===== src/rtl/isp_pkg.sv =====
// Shared constants for the serial programming target.
// Assumes a byte-wide serial frame of a fixed number of bytes.
package isp_pkg;
    localparam int BYTE_W      = 8;
    localparam int FRAME_BYTES = 4;
    localparam int BITCNT_W    = $clog2(BYTE_W);
    localparam int IDX_W       = $clog2(FRAME_BYTES);

    typedef enum logic [7:0] {
        OP_SESSION = 8'hAC,
        OP_BUF_LO  = 8'h40,
        OP_BUF_HI  = 8'h48,
        OP_COMMIT  = 8'h4C,
        OP_FRD_LO  = 8'h20,
        OP_FRD_HI  = 8'h28,
        OP_EE_WR   = 8'hC0,
        OP_EE_RD   = 8'hA0
    } isp_op_e;

    localparam logic [7:0] KEY_ENABLE = 8'h53;
    localparam logic [7:0] KEY_ERASE  = 8'h80;
endpackage


===== src/rtl/isp_sync.sv =====
// Two-flop synchroniser for a vector of independent asynchronous inputs.
// Assumes each bit is sampled on its own; no bus coherency is implied.
module isp_sync #(
    parameter int              WIDTH   = 1,
    parameter logic [WIDTH-1:0] RST_VAL = '0
) (
    input  logic             clk,
    input  logic             rst_n,
    input  logic [WIDTH-1:0] d,
    output logic [WIDTH-1:0] q
);
    logic [WIDTH-1:0] meta;

    // Two register stages to settle metastability.
    always_ff @(posedge clk) begin
        if (!rst_n) begin
            meta <= RST_VAL;
            q    <= RST_VAL;
        end else begin
            meta <= d;
            q    <= meta;
        end
    end
endmodule


===== src/rtl/isp_shifter.sv =====
// Serial byte engine: detects sck edges on synchronised inputs, assembles
// MSB-first bytes on rising edges and shifts reply bits on falling edges.
// Assumes sck phases last at least three clk cycles.
module isp_shifter
    import isp_pkg::*;
(
    input  logic             clk,
    input  logic             rst_n,
    input  logic             clr,
    input  logic             sck_s,
    input  logic             mosi_s,
    input  logic [BYTE_W-1:0] tx_next,
    output logic             byte_done,
    output logic [BYTE_W-1:0] byte_val,
    output logic [IDX_W-1:0] byte_idx,
    output logic             sck_fall,
    output logic             miso
);
    logic                sck_d;
    logic                sck_rise;
    logic [BYTE_W-1:0]   rx;
    logic [BYTE_W-1:0]   tx;
    logic [BYTE_W-1:0]   tx_pend;
    logic [BITCNT_W-1:0] bit_cnt;
    logic [IDX_W-1:0]    idx;

    assign sck_rise  = sck_s & ~sck_d;
    assign sck_fall  = ~sck_s & sck_d;
    assign byte_val  = {rx[BYTE_W-2:0], mosi_s};
    assign byte_done = sck_rise && (bit_cnt == BITCNT_W'(BYTE_W - 1));
    assign byte_idx  = idx;
    assign miso      = tx[BYTE_W-1];

    // Delayed copy of sck for edge detection.
    always_ff @(posedge clk) begin
        if (!rst_n) sck_d <= 1'b0;
        else        sck_d <= sck_s;
    end

    // Receive on rising edges, load or shift the reply on falling edges.
    always_ff @(posedge clk) begin
        if (!rst_n || clr) begin
            rx      <= '0;
            tx      <= '0;
            tx_pend <= '0;
            bit_cnt <= '0;
            idx     <= '0;
        end else begin
            if (sck_rise) begin
                rx      <= byte_val;
                bit_cnt <= bit_cnt + 1'b1;
                if (byte_done) begin
                    idx     <= idx + 1'b1;
                    tx_pend <= tx_next;
                end
            end
            if (sck_fall) begin
                if (bit_cnt == '0) tx <= tx_pend;
                else               tx <= {tx[BYTE_W-2:0], 1'b0};
            end
        end
    end
endmodule


===== src/rtl/isp_mem.sv =====
// Memory model: word flash with split-half staging buffer, byte EEPROM,
// busy timers and the read mux that masks a page under commit.
// Assumes exec pulses for one cycle per completed instruction.
module isp_mem
    import isp_pkg::*;
#(
    parameter int PAGE_BITS     = 3,
    parameter int PAGE_CNT_BITS = 2,
    parameter int EE_ABITS      = 4,
    parameter int FLASH_BUSY    = 900,
    parameter int EE_BUSY       = 900
) (
    input  logic        clk,
    input  logic        rst_n,
    input  logic        exec,
    input  logic        enabled,
    input  logic [7:0]  op,
    input  logic [7:0]  a_hi,
    input  logic [7:0]  a_lo,
    input  logic [7:0]  data,
    input  logic [7:0]  rd_op,
    input  logic [7:0]  rd_hi,
    input  logic [7:0]  rd_lo,
    output logic [7:0]  rd_data,
    output logic        flash_busy,
    output logic        ee_busy
);
    localparam int FA    = PAGE_BITS + PAGE_CNT_BITS;
    localparam int PW    = 1 << PAGE_BITS;
    localparam int FW    = 1 << FA;
    localparam int EW    = 1 << EE_ABITS;
    localparam int FCW   = $clog2(FLASH_BUSY + 1);
    localparam int ECW   = $clog2(EE_BUSY + 1);

    logic [15:0] flash [FW];
    logic [7:0]  buf_lo [PW];
    logic [7:0]  buf_hi [PW];
    logic [7:0]  ee [EW];

    logic [15:0]              wr_full, rd_full;
    logic [FA-1:0]            wa, ra;
    logic [PAGE_CNT_BITS-1:0] busy_pg;
    logic [EE_ABITS-1:0]      busy_ea;
    logic [FCW-1:0]           fcnt;
    logic [ECW-1:0]           ecnt;
    logic                     unused_addr_bits;
    logic do_ce, do_pw, do_ew, do_ll, do_lh, idle;

    assign wr_full = {a_hi, a_lo};
    assign rd_full = {rd_hi, rd_lo};
    assign wa      = wr_full[FA-1:0];
    assign ra      = rd_full[FA-1:0];
    assign unused_addr_bits = ^{wr_full, rd_full};

    assign flash_busy = (fcnt != '0);
    assign ee_busy    = (ecnt != '0);
    assign idle       = !flash_busy && !ee_busy;

    // Command decode, qualified by session enable and busy state.
    assign do_ce = exec && enabled && idle && op == OP_SESSION && a_hi == KEY_ERASE;
    assign do_pw = exec && enabled && idle && op == OP_COMMIT;
    assign do_ew = exec && enabled && idle && op == OP_EE_WR;
    assign do_ll = exec && enabled && op == OP_BUF_LO;
    assign do_lh = exec && enabled && op == OP_BUF_HI;

    // Staging buffer halves, written independently.
    always_ff @(posedge clk) begin
        if (!rst_n) begin
            for (int w = 0; w < PW; w++) begin
                buf_lo[w] <= 8'hFF;
                buf_hi[w] <= 8'hFF;
            end
        end else if (do_ll) begin
            buf_lo[wa[PAGE_BITS-1:0]] <= data;
        end else if (do_lh) begin
            buf_hi[wa[PAGE_BITS-1:0]] <= data;
        end
    end

    // Flash array: erase or whole-page commit from the buffer.
    always_ff @(posedge clk) begin
        if (!rst_n || do_ce) begin
            for (int i = 0; i < FW; i++) flash[i] <= 16'hFFFF;
        end else if (do_pw) begin
            for (int w = 0; w < PW; w++)
                flash[{wa[FA-1:PAGE_BITS], PAGE_BITS'(w)}] <= {buf_hi[w], buf_lo[w]};
        end
    end

    // EEPROM array: erase or single byte write.
    always_ff @(posedge clk) begin
        if (!rst_n || do_ce) begin
            for (int i = 0; i < EW; i++) ee[i] <= 8'hFF;
        end else if (do_ew) begin
            ee[wr_full[EE_ABITS-1:0]] <= data;
        end
    end

    // Busy timers and the location each one guards.
    always_ff @(posedge clk) begin
        if (!rst_n) begin
            fcnt    <= '0;
            ecnt    <= '0;
            busy_pg <= '0;
            busy_ea <= '0;
        end else begin
            if (do_pw) begin
                fcnt    <= FCW'(FLASH_BUSY);
                busy_pg <= wa[FA-1:PAGE_BITS];
            end else if (flash_busy) begin
                fcnt <= fcnt - 1'b1;
            end
            if (do_ew) begin
                ecnt    <= ECW'(EE_BUSY);
                busy_ea <= wr_full[EE_ABITS-1:0];
            end else if (ee_busy) begin
                ecnt <= ecnt - 1'b1;
            end
        end
    end

    // Read mux with erased value shown for locations under write.
    always_comb begin
        case (rd_op)
            OP_FRD_LO: rd_data = (flash_busy && ra[FA-1:PAGE_BITS] == busy_pg) ? 8'hFF : flash[ra][7:0];
            OP_FRD_HI: rd_data = (flash_busy && ra[FA-1:PAGE_BITS] == busy_pg) ? 8'hFF : flash[ra][15:8];
            OP_EE_RD:  rd_data = (ee_busy && rd_full[EE_ABITS-1:0] == busy_ea) ? 8'hFF
                                                                              : ee[rd_full[EE_ABITS-1:0]];
            default:   rd_data = 8'h00;
        endcase
    end
endmodule


===== src/rtl/isp_target.sv =====
// Top of the serial programming target: synchronises the link, frames
// four-byte instructions, holds the session enable and builds replies.
// Assumes sck phases of at least three clk cycles.
module isp_target
    import isp_pkg::*;
#(
    parameter int PAGE_BITS     = 3,
    parameter int PAGE_CNT_BITS = 2,
    parameter int EE_ABITS      = 4,
    parameter int FLASH_BUSY    = 900,
    parameter int EE_BUSY       = 900
) (
    input  logic clk,
    input  logic rst_n,
    input  logic prog_n,
    input  logic sck,
    input  logic mosi,
    output logic miso
);
    logic             clr, sck_s, mosi_s, sck_fall;
    logic             byte_done, exec, enabled;
    logic [IDX_W-1:0] byte_idx;
    logic [7:0]       byte_val, tx_next, rd_data;
    logic [7:0]       op_q, hi_q, lo_q;
    logic             flash_busy, ee_busy;

    isp_sync #(.WIDTH(3), .RST_VAL(3'b100)) u_sync (
        .clk(clk), .rst_n(rst_n),
        .d({prog_n, sck, mosi}), .q({clr, sck_s, mosi_s})
    );

    isp_shifter u_shift (
        .clk(clk), .rst_n(rst_n), .clr(clr), .sck_s(sck_s), .mosi_s(mosi_s),
        .tx_next(tx_next), .byte_done(byte_done), .byte_val(byte_val),
        .byte_idx(byte_idx), .sck_fall(sck_fall), .miso(miso)
    );

    assign exec = byte_done && !clr && (byte_idx == IDX_W'(FRAME_BYTES - 1));

    // Frame field capture and session enable.
    always_ff @(posedge clk) begin
        if (!rst_n || clr) begin
            op_q    <= '0;
            hi_q    <= '0;
            lo_q    <= '0;
            enabled <= 1'b0;
        end else if (byte_done) begin
            case (byte_idx)
                2'd0:    op_q <= byte_val;
                2'd1:    hi_q <= byte_val;
                2'd2:    lo_q <= byte_val;
                default: if (op_q == OP_SESSION && hi_q == KEY_ENABLE) enabled <= 1'b1;
            endcase
        end
    end

    // Reply byte for the next frame slot: echo in slot three, read data in four.
    always_comb begin
        case (byte_idx)
            2'd1:    tx_next = byte_val;
            2'd2:    tx_next = enabled ? rd_data : 8'h00;
            default: tx_next = 8'h00;
        endcase
    end

    isp_mem #(
        .PAGE_BITS(PAGE_BITS), .PAGE_CNT_BITS(PAGE_CNT_BITS), .EE_ABITS(EE_ABITS),
        .FLASH_BUSY(FLASH_BUSY), .EE_BUSY(EE_BUSY)
    ) u_mem (
        .clk(clk), .rst_n(rst_n), .exec(exec), .enabled(enabled),
        .op(op_q), .a_hi(hi_q), .a_lo(lo_q), .data(byte_val),
        .rd_op(op_q), .rd_hi(hi_q), .rd_lo(byte_val), .rd_data(rd_data),
        .flash_busy(flash_busy), .ee_busy(ee_busy)
    );
endmodule


===== config.mk =====
export PLATFORM = sky130hd
export DESIGN_NAME = isp_target
export DESIGN_NICKNAME = d
export VERILOG_FILES = /design/src/rtl/isp_pkg.sv /design/src/rtl/isp_sync.sv /design/src/rtl/isp_shifter.sv /design/src/rtl/isp_mem.sv /design/src/rtl/isp_target.sv
export SDC_FILE = /design/constraint.sdc
export NUM_CORES = 1
export LEC_CHECK = 0
export CORE_UTILIZATION = 57
export DETAILED_ROUTE_END_ITERATION = 10
export GPL_TIMING_DRIVEN = 1
export PLACE_DENSITY = 0.75
export SYNTH_ARGS = -nofsm -noshare
export SYNTH_HDL_FRONTEND = slang
export SYNTH_SLANG_ARGS = --single-unit

===== constraint.sdc =====
create_clock -name clk -period 5.2 [get_ports clk]
set_input_delay 1.04 -clock clk [delete_from_list [all_inputs] [get_ports clk]]
set_output_delay 1.04 -clock clk [all_outputs]
set_load 0.02 [all_outputs]

Word level (Yosys, flattened, before mapping)
Memories as Yosys holds them, arrays and structs flattened.
Index checks and enable logic that the tools add are counted.
{ "op_classes": {"mux": 60, "n_eq_ne": 16, "n_addsub": 4, "reduce_logical": 46, "bitwise": 6} }
{ "op_table": {"columns": ["operator", "n"], "rows": [
  ["$mux W16", 8],
  ["$reduce_or A16 Y1", 8],
  ["$mux W8", 8],
  ["$mux W10", 4],
  ["$mux W5", 8],
  ["$eq A8 B7 Y1 const B", 4],
  ["$eq A8 B8 Y1 const B", 4],
  ["$mux W1", 27],
  ["$pmux W8 S3", 1],
  ["$reduce_or A8 Y1", 3],
  ["$reduce_bool A10 Y1", 2],
  ["$sub A10 B1 Y10 const B", 2],
  ["$eq A8 B6 Y1 const B", 2],
  ["$pmux W8 S2", 1],
  ["$logic_and A1 B1 Y1", 15],
  ["$reduce_and A2 Y1", 4],
  ["$mux W3", 2],
  ["$eq A2 B2 Y1 const B", 2],
  ["$eq A4 B4 Y1", 1],
  ["$logic_not A1 Y1", 4],
  ["$mux W4", 1],
  ["$not A1 Y1", 4],
  ["$reduce_bool A2 Y1", 2],
  ["$reduce_or A2 Y1", 2],
  ["11 further kinds", 13]
]} }
{ "word_totals": {"output_inout_bits": 1, "in_bits": 5, "register_bits": 83, "memories": 4, "elab_cells": 154, "ram_bits": 768} }
{ "mem_list": {"columns": ["name", "words", "word_bits", "read_ports", "rd_ports_with_merged_regs", "wr", "line_no", "text"], "rows": [
  ["u_mem.flash", 32, 16, 1, 0, 32, "isp_mem.sv:35", "logic [15:0] flash [FW];"],
  ["u_mem.ee", 16, 8, 1, 0, 16, "isp_mem.sv:38", "logic [7:0] ee [EW];"],
  ["u_mem.buf_hi", 8, 8, 8, 0, 8, "isp_mem.sv:37", "logic [7:0] buf_hi [PW];"],
  ["u_mem.buf_lo", 8, 8, 8, 0, 8, "isp_mem.sv:36", "logic [7:0] buf_lo [PW];"]
]} }

Longest topological paths before layout
{ "depth": {"word_depth": 14, "ltp_mapped": 10, "depth_no_buf": 8} }

Hierarchy
From an unflattened synthesis, not the netlist that was laid out.
{ "hier_totals": {"cells_unflattened": 2580, "area_unflattened_um2": 37430.9} }
{ "by_module_without_submodules": {"columns": ["mod", "seq_area_each_um2", "cells_per_inst", "area_per_inst_um2", "instances"], "rows": [
  ["isp_mem", 23582.6, 2288, 34875.9, 1],
  ["isp_shifter", 580.6, 135, 1247.4, 1],
  ["isp_target", 500.5, 145, 1149.9, 1],
  ["isp_sync", 120.1, 12, 157.7, 1]
]} }

Worst setup path before layout
Ideal clock, no wire load.
{ "synth_path": {"kind": "reg2reg", "start": "register u_mem.fcnt[3]", "end": "memory u_mem.flash[0][0], enable pin", "setup_ns": 0.492, "arrival_time_ns": 4.575, "path_buffers": 2, "path_slack_ns": 0.134, "required_ns": 4.708, "period_less_slack_ns": 5.066, "path_stages_with_launch": 8, "path_cell_list": "dfxtp_1 nor4_4 nand3_2 buf_6 or3_4 o31a_1 clkbuf_1 nand2_1"} }
{ "synth_lines": {"columns": ["element", "line_no", "text"], "rows": [
  ["start: declaration", "isp_mem.sv:44", "logic [FCW-1:0] fcnt;"],
  ["start signal: assignment", "isp_mem.sv:108", "fcnt <= FCW'(FLASH_BUSY);"],
  ["start signal: assignment", "isp_mem.sv:111", "fcnt <= fcnt - 1'b1;"],
  ["end: declaration", "isp_mem.sv:35", null]
]} }

Final worst setup path
{ "layout_path": {"start": "register u_shift.rx[0]", "end": "register u_shift.tx_pend[6]"} }
{ "layout_between": {"elab_chain_cells": 6, "elab_cells_between_ends": 10, "classes_between": "eq/ne: 1; mux: 6; reduce/logical: 1; memory: 2"} }
{ "layout_lines": {"columns": ["element", "line_no", "text"], "rows": [
  ["start: declaration", "isp_shifter.sv:21", "logic [BYTE_W-1:0] rx;"],
  ["start signal: assignment", "isp_shifter.sv:50", "rx <= byte_val;"],
  ["branches (longest 3 deep; another with $mem_v2 Z32 W16)", null, null],
  ["$pmux W8 S3 (*)", "isp_mem.sv:124", "case (rd_op)"],
  ["$mux W8 (*)", "isp_target.sv:61", "2'd2: tx_next = enabled ? rd_data : 8'h00;"],
  ["$pmux W8 S2 (*)", "isp_target.sv:59", "case (byte_idx)"],
  ["end signal: assignment", "isp_shifter.sv:54", "tx_pend <= tx_next;"],
  ["end: declaration", "isp_shifter.sv:23", "logic [BYTE_W-1:0] tx_pend;"]
]} }
Every way passes the cells marked *.
A chain may end at the register's enable or synchronous reset.

==> results.py <==
metrics = {
    "timing": {
        "fin_tns_setup_ps": 0,
        "period_needed_ps": 4040,
        "fin_crit_sh_pct": 77.7,
        "rsz0062_at_grt": "no",
        "fmax_mhz": 248,
        "setup_viol": 0,
        "final_hold_viol_count": 0,
        "fin_skew_ps": 33.8,
        "worstMarginPinSlew_ps": 1320,
        "relSlewSlack_pct": 11.6,
        "drv_slew": 0,
    },
    "die": {
        "row_count": 94,
        "fp.dieW_um": 259,
        "coreArea_mm2": 0.0656,
        "ios": 6,
        "dieHeight_um": 259,
        "die-area_mm2": 0.0673,
        "start_util_pct": 57.5,
    },
    "clock_network": {
        "cts_buffers": 87,
        "clkTransAtPathRegs_ps": 60,
        "holdBufCountCts": 0,
        "cts-root-buf": "clkbuf_16",
        "cts_tree": "built",
        "clockBufferDepth": 3,
        "post_cts_buffers": 0,
        "worstSkewPairLatency_ps": 640,
        "htreeDepth": 3,
        "cts_sinks": 851,
        "ctsResizeCount": 0,
    },
    "power_and_ir_drop": {
        "internal_power_mw": 11.7,
        "leakagePower_nw": 10.6,
        "ir_drop_uv": 309,
        "clockPowerShare_pct": 44.5,
        "p_switching_mw": 3.10,
        "power_mw": 14.8,
        "pwr-share-comb_pct": 4.2,
        "p_seq_share_pct": 51.3,
        "power.density_mw_per_mm2": 353,
        "p_sw_share_pct": 21.0,
    },
    "drt": {
        "detail-route-antenna-nets": 0,
        "wl_per_cell_um": 25.0,
        "drc_errors": 0,
        "detail_route.vias_per_cell": 6.15,
        "postRouteWirelength_mm": 90.6,
        "firstDrtPassIters": 5,
        "vias": 22300,
        "drtIter0Drc": 2577,
    },
    "finish": {
        "stdcell_count": 3633,
        "drive_gt1_share_pct": 33.6,
        "area_delta_synth_final_pct": 10.7,
        "final_core_util_pct": 63.7,
        "diodes": 0,
        "nets": 2714,
    },
    "place": {
        "hpwlAfterDp_mm": 55.8,
        "port_buffers": 5,
        "place_congestion": 0.871,
        "place_inst": 3473,
    },
    "global_route": {
        "grt_use_met1_pct": 36.2,
        "grt_antenna_before_repair": 2,
        "use_met3_pct": 5.08,
        "grt_pass1_vias": 22100,
        "track_usage_pct": 27.1,
        "globalRouteMet2Util_pct": 43.6,
        "grt_first_pass_wirelength_mm": 135,
        "grt-busiest-layer": "met2",
        "overflow": 0,
        "grt_max_degree": 129,
    },
    "yosys": {
        "syn-instance-count": 2738,
        "synth_edf_count": 768,
        "synth_area_leaders": "edfxtp_1 (61%), or2_2 (10%), mux2i_1 (6.2%)",
        "yosys_warnings": 0,
        "synth_seq_area_share_pct": 65.5,
        "synth.largest_area_cell": "edfxtp_1",
        "synth-main-ff-cell": "edfxtp_1",
        "synthesis.nets": 2754,
        "synth-seq-cells": 851,
        "async_flop_share_pct": 0,
        "yosysUniqueCellTypes": 53,
        "syn_area_mm2": 0.0378,
        "syn_area_per_cell_um2": 13.8,
        "synth_top_area_share_pct": 61.1,
    },
    "critical_path": {
        "rr_worst_depth": 8,
        "required_ps": 5720,
        "end_kind": "register",
        "reg2reg_to": "u_shift.tx_pend[6]",
        "path_max_fanout": 43,
        "regToRegSetupSlack_ps": 1160,
        "critPathLaunchType": "register",
        "cp.arrival_ps": 4560,
        "path_class": "register to register",
        "worstReg2RegStart": "u_shift.rx[0]",
    },
    "flow_run": {
        "cap_violations": 0,
    },
    "status": {
        "status": "completed",
    },
    "min_path": {
        "min_from": "u_sync.meta[0]",
        "min_to": "u_sync.q[0]",
        "hp-class": "register to register",
        "holdPathStages": 1,
    },
}
[cell type report]
class | instances | area [um2]
timing repair buffer | 64 | 588
multi-input combinational | 1683 | 12400
inverter | 11 | 41.3
tap | 864 | 1080
fill | 4660 | 23800
sequential | 851 | 24700
clock inverter | 58 | 651
clock buffer | 102 | 2370
[power by group through the flow]
stage          clock [mW]  sequential, mW  combinational, mW
6_report             6.57            7.58              0.624
5_1_grt              6.86            7.58              0.691
4_1_cts              6.61            7.58              0.626
3_5_place_dp            0            7.72              0.621
3_3_place_gp            0            7.71              0.593
2_1_floorplan           0            7.71              0.492
[per-stage QoR]
stage	hold slack (ps)	setup slack [ps]	cell area, um2
final	449	1160	41800
after detailed placement	434	1230	38800
after global placement	426	1270	38800
after CTS	445	1200	41800
after floorplan	386	134	37800
after global routing	457	920	41800
[metal layers]
metal / wire [um] / up-vias / share of wire [%]
met5: 0 / - / 0
met4: 3660 / 0 / 4.0
met3: 7870 / 202 / 8.7
met2: 43500 / 1026 / 48
met1: 35600 / 11200 / 39
li1: - / 9861 / -
[registers in the layout, summed over array words and instances (netlist names), 4 cells and up]
signal           cells
u_mem.buf_lo        64
lo_q                 5
u_shift.rx           7
u_mem.ee           128
u_mem.fcnt          10
hi_q                 8
u_mem.busy_ea        4
u_shift.tx_pend      8
u_mem.flash        512
u_mem.ecnt          10
u_shift.tx           8
u_mem.buf_hi        64
op_q                 8
[cells by family after synthesis]
group	share of synthesized area (%)
simple gates	17.3
flops	65.5
mux	9.60
compound gates	4.65
buf+inv	2.14
xor+xnor	0.487
fa+ha+maj	0.364
[worst max-delay path by stage]
stage	startpoint	endpoint	slack [ps]	cells after the start
after global placement	u_shift.rx[0]	u_shift.tx_pend[6]	1270	8
final	u_shift.rx[0]	u_shift.tx_pend[6]	1160	8
after floorplan	u_mem.fcnt[3]	u_mem.flash[0][0]	130	7
after detailed placement	rst_n	u_mem.flash[22][4]	1230	5
after global routing	u_mem.ecnt[2]	u_mem.flash[1][5]	920	7
after CTS	u_mem.ecnt[2]	u_mem.flash[1][14]	1200	7
[cell usage after synthesis, types with 5 or more instances]
library cell  instances
edfxtp_1            768
or2_2               626
mux2i_1             234
clkbuf_1            148
nand2_1             137
dfxtp_1              83
nand2b_1             64
or2_1                63
a21oi_1              56
nor2_1               49
mux4_2               48
a22oi_1              38
or3_1                34
a221oi_1             32
a22o_1               32
nand3_1              30
buf_2                26
nor2b_1              24
o22ai_1              21
mux2_2               18
a211oi_1             16
buf_1                16
nor4_1               12
o21ai_0              12
ha_1                 11
inv_1                11
xnor2_1              11
xor2_1               10
a2111oi_0             9
and2_1                9
nor3b_1               9
o21a_1                9
or4_1                 9
nor3_1                8
a21boi_0              7
nand2_4               7
and3_1                6
a221o_1               5
nand4_1               5
[placed cells by master (no fill, tap or decap), types with 38 or more instances in the layout]
cell and count:
clkbuf_16 93, a22oi_1 38, mux4_2 48, dfxtp_1 77, nor2_1 48, edfxtp_1 768
nand2_1 133, nand2b_1 63, or2_2 626, or2_1 63, mux2i_1 234, buf_4 51
a21oi_1 56
[worst max-delay path, cell delays in order (launching register included)]
cell and delay [ps]:
dfxtp_4 900, nor2b_4 1040, buf_4 390, a22o_1 200, a221oi_1 50, o22ai_1 360
a2111oi_1 200, buf_4 260, or4_1 490
(Power assumes the default switching activity.)
